## src/rtl/tlpwm_pkg.sv

```systemverilog
package tlpwm_pkg;

   typedef enum logic [2:0] {
      ADR_HALF   = 3'd0,
      ADR_DUTY_0 = 3'd1,
      ADR_DUTY_1 = 3'd2,
      ADR_DUTY_2 = 3'd3,
      ADR_DEAD   = 3'd4,
      ADR_SYNC   = 3'd5
   } reg_addr_e;

   localparam int NUM_LEGS = 3;

endpackage

```

## src/rtl/tlpwm_regs.sv

```systemverilog
module tlpwm_regs
   import tlpwm_pkg::*;
#(
   parameter int CNT_W = 8,
   parameter int DT_W  = 6,
   parameter int SW_W  = 6
) (
   input  logic                               clk,
   input  logic                               rst_n,
   input  logic                               wr_en,
   input  logic [2:0]                         wr_addr,
   input  logic [CNT_W-1:0]                   wr_data,
   output logic [CNT_W-1:0]                   sh_tm,
   output logic [NUM_LEGS-1:0][CNT_W-1:0]     sh_duty,
   output logic [DT_W-1:0]                    sh_dt,
   output logic [SW_W-1:0]                    sh_sw,
   output logic                               armed
);

   logic [NUM_LEGS:0] seen_q;

   always_ff @(posedge clk or negedge rst_n) begin
      if (!rst_n) begin
         sh_tm     <= '0;
         sh_dt     <= '0;
         sh_sw     <= '0;
         seen_q[0] <= 1'b0;
      end else if (wr_en) begin
         if (wr_addr == ADR_HALF) begin
            sh_tm     <= wr_data;
            seen_q[0] <= 1'b1;
         end
         if (wr_addr == ADR_DEAD) sh_dt <= wr_data[DT_W-1:0];
         if (wr_addr == ADR_SYNC) sh_sw <= wr_data[SW_W-1:0];
      end
   end

   for (genvar g = 0; g < NUM_LEGS; g++) begin : g_duty
      localparam logic [2:0] MY_ADR = 3'(int'(ADR_DUTY_0) + g);
      always_ff @(posedge clk or negedge rst_n) begin
         if (!rst_n) begin
            sh_duty[g]  <= '0;
            seen_q[g+1] <= 1'b0;
         end else if (wr_en && wr_addr == MY_ADR) begin
            sh_duty[g]  <= wr_data;
            seen_q[g+1] <= 1'b1;
         end
      end
   end

   assign armed = &seen_q;

endmodule

```

## src/rtl/tlpwm_timebase.sv

```systemverilog
module tlpwm_timebase
   import tlpwm_pkg::*;
#(
   parameter int CNT_W = 8,
   parameter int DT_W  = 6,
   parameter int SW_W  = 6
) (
   input  logic                               clk,
   input  logic                               rst_n,
   input  logic                               dbl_upd,
   input  logic                               armed,
   input  logic [CNT_W-1:0]                   sh_tm,
   input  logic [NUM_LEGS-1:0][CNT_W-1:0]     sh_duty,
   input  logic [DT_W-1:0]                    sh_dt,
   input  logic [SW_W-1:0]                    sh_sw,
   output logic                               run,
   output logic                               half,
   output logic [CNT_W-1:0]                   cnt,
   output logic [CNT_W-1:0]                   w_tm,
   output logic [NUM_LEGS-1:0][CNT_W-1:0]     w_duty,
   output logic [DT_W-1:0]                    w_dt,
   output logic                               sync
);

   localparam int XW = CNT_W + 1;

   logic [SW_W-1:0]  w_sw;
   logic             last_up;
   logic             at_zero;
   logic             load;
   logic [CNT_W-1:0] next_top;

   // end of the rising half: cnt + 1 >= T (a T of 0 acts as 1)
   assign last_up  = (XW'(cnt) + XW'(1)) >= XW'(w_tm);
   assign at_zero  = (cnt == '0);
   assign load     = (!run && armed)
                   || (run && !half && last_up && dbl_upd)
                   || (run && half && at_zero);
   assign next_top = dbl_upd ? ((sh_tm == '0) ? '0 : sh_tm - 1'b1) : cnt;

   always_ff @(posedge clk or negedge rst_n) begin
      if (!rst_n) begin
         run  <= 1'b0;
         half <= 1'b0;
         cnt  <= '0;
      end else if (!run) begin
         if (armed) begin
            run  <= 1'b1;
            half <= 1'b0;
            cnt  <= '0;
         end
      end else if (!half) begin
         if (last_up) begin
            half <= 1'b1;
            cnt  <= next_top;
         end else begin
            cnt <= cnt + 1'b1;
         end
      end else begin
         if (at_zero) half <= 1'b0;
         else         cnt  <= cnt - 1'b1;
      end
   end

   always_ff @(posedge clk or negedge rst_n) begin
      if (!rst_n) begin
         w_tm   <= '0;
         w_duty <= '0;
         w_dt   <= '0;
         w_sw   <= '0;
      end else if (load) begin
         w_tm   <= sh_tm;
         w_duty <= sh_duty;
         w_dt   <= sh_dt;
         w_sw   <= sh_sw;
      end
   end

   assign sync = run && !half && (XW'(cnt) <= XW'(w_sw));

endmodule

```

## src/rtl/tlpwm_leg.sv

```systemverilog
module tlpwm_leg #(
   parameter int CNT_W   = 8,
   parameter int DT_W    = 6,
   parameter bit REG_OUT = 1'b0
) (
   input  logic             clk,
   input  logic             rst_n,
   input  logic             en,
   input  logic [CNT_W-1:0] cnt,
   input  logic [CNT_W-1:0] tm,
   input  logic [CNT_W-1:0] duty,
   input  logic [DT_W-1:0]  dt,
   output logic             hi_o,
   output logic             lo_o
);

   localparam int EW = CNT_W + 2;

   logic [EW-1:0] c_plus_d;
   logic          hi_c;
   logic          lo_c;

   assign c_plus_d = EW'(cnt) + EW'(duty);
   assign hi_c     = en && (c_plus_d >= (EW'(tm) + EW'(dt)));
   assign lo_c     = en && ((c_plus_d + EW'(dt)) < EW'(tm));

   if (REG_OUT) begin : g_reg
      always_ff @(posedge clk or negedge rst_n) begin
         if (!rst_n) begin
            hi_o <= 1'b0;
            lo_o <= 1'b0;
         end else begin
            hi_o <= hi_c;
            lo_o <= lo_c;
         end
      end
   end else begin : g_comb
      assign hi_o = hi_c;
      assign lo_o = lo_c;
   end

endmodule

```

## src/rtl/tri_leg_pwm.sv

```systemverilog
module tri_leg_pwm
   import tlpwm_pkg::*;
#(
   parameter int CNT_W   = 8,
   parameter int DT_W    = 6,
   parameter int SW_W    = 6,
   parameter bit REG_OUT = 1'b0
) (
   input  logic             clk,
   input  logic             rst_n,
   input  logic             dbl_upd,
   input  logic             wr_en,
   input  logic [2:0]       wr_addr,
   input  logic [CNT_W-1:0] wr_data,
   output logic [2:0]       pwm_hi,
   output logic [2:0]       pwm_lo,
   output logic             sync_o,
   output logic             half_o
);

   if (CNT_W < 2 || DT_W > CNT_W || SW_W > CNT_W || DT_W < 1 || SW_W < 1) begin : g_bad_cfg
      $error("tri_leg_pwm: widths need 1 <= DT_W, SW_W <= CNT_W and CNT_W >= 2");
   end

   logic [CNT_W-1:0]                sh_tm;
   logic [NUM_LEGS-1:0][CNT_W-1:0]  sh_duty;
   logic [DT_W-1:0]                 sh_dt;
   logic [SW_W-1:0]                 sh_sw;
   logic                            armed;
   logic                            run;
   logic                            half;
   logic [CNT_W-1:0]                cnt;
   logic [CNT_W-1:0]                w_tm;
   logic [NUM_LEGS-1:0][CNT_W-1:0]  w_duty;
   logic [DT_W-1:0]                 w_dt;
   logic                            sync;

   tlpwm_regs #(.CNT_W(CNT_W), .DT_W(DT_W), .SW_W(SW_W)) u_regs (
      .clk     (clk),
      .rst_n   (rst_n),
      .wr_en   (wr_en),
      .wr_addr (wr_addr),
      .wr_data (wr_data),
      .sh_tm   (sh_tm),
      .sh_duty (sh_duty),
      .sh_dt   (sh_dt),
      .sh_sw   (sh_sw),
      .armed   (armed)
   );

   tlpwm_timebase #(.CNT_W(CNT_W), .DT_W(DT_W), .SW_W(SW_W)) u_tb (
      .clk     (clk),
      .rst_n   (rst_n),
      .dbl_upd (dbl_upd),
      .armed   (armed),
      .sh_tm   (sh_tm),
      .sh_duty (sh_duty),
      .sh_dt   (sh_dt),
      .sh_sw   (sh_sw),
      .run     (run),
      .half    (half),
      .cnt     (cnt),
      .w_tm    (w_tm),
      .w_duty  (w_duty),
      .w_dt    (w_dt),
      .sync    (sync)
   );

   for (genvar g = 0; g < NUM_LEGS; g++) begin : g_leg
      tlpwm_leg #(.CNT_W(CNT_W), .DT_W(DT_W), .REG_OUT(REG_OUT)) u_leg (
         .clk   (clk),
         .rst_n (rst_n),
         .en    (run),
         .cnt   (cnt),
         .tm    (w_tm),
         .duty  (w_duty[g]),
         .dt    (w_dt),
         .hi_o  (pwm_hi[g]),
         .lo_o  (pwm_lo[g])
      );
   end

   assign sync_o = sync;
   assign half_o = half;

endmodule

```

## config.mk

```make
export PLATFORM = sky130hd
export DESIGN_NAME = tri_leg_pwm
export DESIGN_NICKNAME = d
export VERILOG_FILES = /design/src/rtl/tlpwm_pkg.sv /design/src/rtl/tlpwm_regs.sv /design/src/rtl/tlpwm_timebase.sv /design/src/rtl/tlpwm_leg.sv /design/src/rtl/tri_leg_pwm.sv
export SDC_FILE = /design/constraint.sdc
export NUM_CORES = 1
export LEC_CHECK = 0
export ABC_CLOCK_PERIOD_IN_PS = 9200
export BUFFER_PORTS_ARGS = -buffer_cell sky130_fd_sc_hd__buf_2
export CORE_UTILIZATION = 25
export DETAILED_ROUTE_END_ITERATION = 12
export PLACE_DENSITY_LB_ADDON = 0.08
export SLEW_MARGIN = 20
export SYNTH_ARGS = -nofsm -noshare
export SYNTH_HDL_FRONTEND = slang
export SYNTH_SLANG_ARGS = --single-unit
```

## constraint.sdc

```tcl
create_clock -name clk -period 9.2 [get_ports clk]
set_input_delay 1.38 -clock clk [delete_from_list [all_inputs] [get_ports clk]]
set_output_delay 1.38 -clock clk [all_outputs]
set_load 0.02 [all_outputs]
```

==> summary.md <==
| Metric | Value |
|---|---|
| Status | `finished clean` |
| Final instance area | `0.00871 mm2` |
| Filler cell count | `3222` |
| Final hold slack | `0.472 ns` |
| Hold Crit Class | `register to register` |
| Routed vias/inst | `4.83` |
| Die W | `180 um` |
| Via Count | `5746` |
| Syn_nets | `907` |
| # IOs | `23` |
| Final hold vios | `0` |
| CTS root buf | `clkbuf_16` |
| Placed instance area | `0.00840 mm2` |
| Top FF cell, synth | `dfrtp_1` |
| Area Overhead vs Synth | `10.5%` |
| Distinct cells, synth | `64` |
| Final setup fails | `0` |
| Setup_tns | `0 ns` |
| CTS-repair resized insts | `0` |
| Share of layout cells above drive strength 1 | `13.9%` |
| H-tree depth | `3` |
| FMAX | `172 MHz` |
| DP HPWL | `19.2 mm` |
| Core Rows | `64` |
| Crit. End Element | `output port` |
| WP data required | `7.82 ns` |
| TritonCTS clock tree | `yes` |
| GPL Wtd Cong | `0.854` |
| CP Max Fanout | `9` |
| Wire length per cell | `19.7 um` |
| Synth area leaders | `dfrtp_1 32%, ha_1 18%, mux2_2 6.9%, mux2_1 5.6%, xnor2_1 3.3%` |
| Slew HR | `35.4%` |
| Dpl ws | `3.73 ns` |
| Number of CTS-inserted buffers | `9` |
| Port buffer count | `22` |
| Initial Utilization | `25.6%` |
| # Max-Cap Violations | `0` |
| Async set or reset register ratio after synthesis | `100%` |
| Die Height | `180 um` |
| Gr usage total | `15.1%` |
| FF+latch count, synth | `102` |
| EDFF count, synth | `0` |
| Core Box Area | `0.0308 mm2` |
| Arrival time worst endpoint | `4.45 ns` |
| Slew @ Worst Pin | `0.964 ns` |
| Post-synth top cells | `115 x ha_1, 102 x dfrtp_1, 50 x a21oi_1, 49 x inv_1, 48 x mux2_2` |
| Post-synthesis sequential area ratio | `32.4%` |
| GR Overflow Total | `0` |
| Final period util | `63.3%` |
| Final Slew Violations | `0` |
| Remaining routing DRC violations | `0` |
| Yosys warnings | `0` |
| Final Skew | `0.00926 ns` |
| RSZ-0062 raised after global routing | `false` |
| Gate Count Post-Synth | `770` |
| Pin count of the biggest net entering global routing | `58` |
| Nets | `926` |
| First-pass GRT wire length | `36.7 mm` |
| Initial antenna violation count | `2` |
| Vias in the first global route | `5956` |
| Fin worst setup slack | `3.37 ns` |
| Count leader, synth | `ha_1` |
| Clk buf depth | `2` |
| Leading area contributor after synthesis | `dfrtp_1` |
| Reg clk slew, reported paths | `0.07 ns` |
| DRT Wirelength | `23.4 mm` |
| DR pass1 iterations | `6` |
| Setup crit start | `u_tb.cnt[1]` |
| Crit start category | `register` |
| Hold path startpoint | `u_regs.sh_duty[9]` |
| Clock Latency Late Sink | `0.36 ns` |
| CTS sink count | `102` |
| ANT nets after route | `0` |
| Post-CTS setup buffer count | `0` |
| Period minus WS final | `5.83 ns` |
| Starting DRT DRC Count | `215` |
| Top cell type's share of synthesized area | `32.4%` |
| Die area | `0.0322 mm2` |
| Mapped Area | `0.00788 mm2` |
| CP Class | `register to output port` |
| Ant diodes | `0` |
| CTS Hold Buffers Added | `0` |
| R2r setup slk | `4.80 ns` |
| Critical R2R Launch | `u_tb.cnt[1]` |
| Synthesized area per cell | `10.2 um2` |
[cells by family after synthesis]
family / count (synthesis) / synth area share (%)
buf+inv: 68 / 3.95
mux: 93 / 13.2
xor+xnor: 37 / 4.11
compound gates: 178 / 14.9
simple gates: 170 / 11.4
fa+ha+maj: 122 / 20.0
flops: 102 / 32.4
[layer usage]
metal	vias to the layer above	wire length (um)	track usage, %
met5	-	0	0
met4	0	302	3.59
met3	18	600	2.05
met2	107	10900	24.8
met1	2806	11700	20.8
li1	2815	-	-
[layout make-up]
type                            instances  area (um2)  share of cell area [%]
Clock inverter                          6        67.6                   0.776
Clock buffer                           10         239                    2.74
Multi-Input combinational cell        600        5020                    57.6
Tap cell                              396         495                    5.69
Timing Repair Buffer                   27         150                    1.72
Inverter                               49         184                    2.11
Sequential cell                       102        2550                    29.3
[state kept, by name, summed over array words and instances (netlist names)]
name            flops
u_regs.sh_duty     24
u_tb.w_duty        24
u_regs.sh_tm        8
u_tb.cnt            8
u_tb.w_tm           8
u_regs.sh_dt        6
u_regs.sh_sw        6
u_tb.w_dt           6
u_tb.w_sw           6
u_regs.seen_q       4
u_tb.half           1
u_tb.run            1
[worst paths after layout]
path                                  end  depth (start not counted)
max                             pwm_lo[2]                         15
min                        u_tb.w_duty[9]                          1
max reg2reg                  u_tb.w_tm[0]                         13
min reg2reg                u_tb.w_duty[9]                          1
max in group asynchronous     u_tb.cnt[1]                          2
min in group asynchronous    u_tb.w_dt[5]                          1
[cells in the final DEF, fill, tap and decap left out, types with 3 or more instances in the layout]
cell type / synthesis / final
a21boi_0: 3 / 3
o211ai_1: 7 / 7
a211oi_1: 4 / 4
o31a_1: 9 / 9
mux2i_1: 6 / 6
buf_2: 3 / 21
mux2_2: 48 / 48
nand4_1: 3 / 3
fa_1: 7 / 7
buf_4: 6 / 6
nand2b_1: 9 / 9
nor4_1: 3 / 3
nor2b_1: 21 / 21
xnor2_1: 30 / 30
o21a_1: 17 / 17
xor2_1: 7 / 7
dfrtp_1: 102 / 102
or4_1: 4 / 4
inv_1: 49 / 49
nor3_1: 8 / 7
a21o_1: 12 / 12
nor2_1: 47 / 47
o21ai_0: 47 / 47
nand2_1: 36 / 36
o21bai_1: 4 / 4
o22ai_1: 3 / 3
mux2_1: 39 / 39
ha_1: 115 / 115
a21oi_1: 50 / 50
o2111ai_1: 3 / 3
or2_2: 4 / 4
clkbuf_16: 0 / 9
nand3_1: 18 / 18
[through the flow]
step                utilization [%]  instances
finish                         28.3       1190
global route                   28.3       1190
CTS                            28.3       1190
detailed placement             27.3       1174
global placement               27.3       1174
floorplan                         -        770
[critical path, cell delays in order, from the launching register on]
cell       delay [ns]
dfrtp_1          0.52
inv_1            0.25
fa_1             0.67
inv_1            0.08
ha_1             0.28
a21o_1           0.18
a21oi_1          0.31
nor2b_1          0.11
o31a_1           0.28
a21oi_1          0.13
ha_1             0.26
a21oi_1          0.13
o21ai_0          0.11
a21o_1           0.20
a2111oi_2        0.33
buf_2            0.23
Power is not shown: default switching activity piles up to over one toggle a cycle in this logic, so the estimate is an artifact.
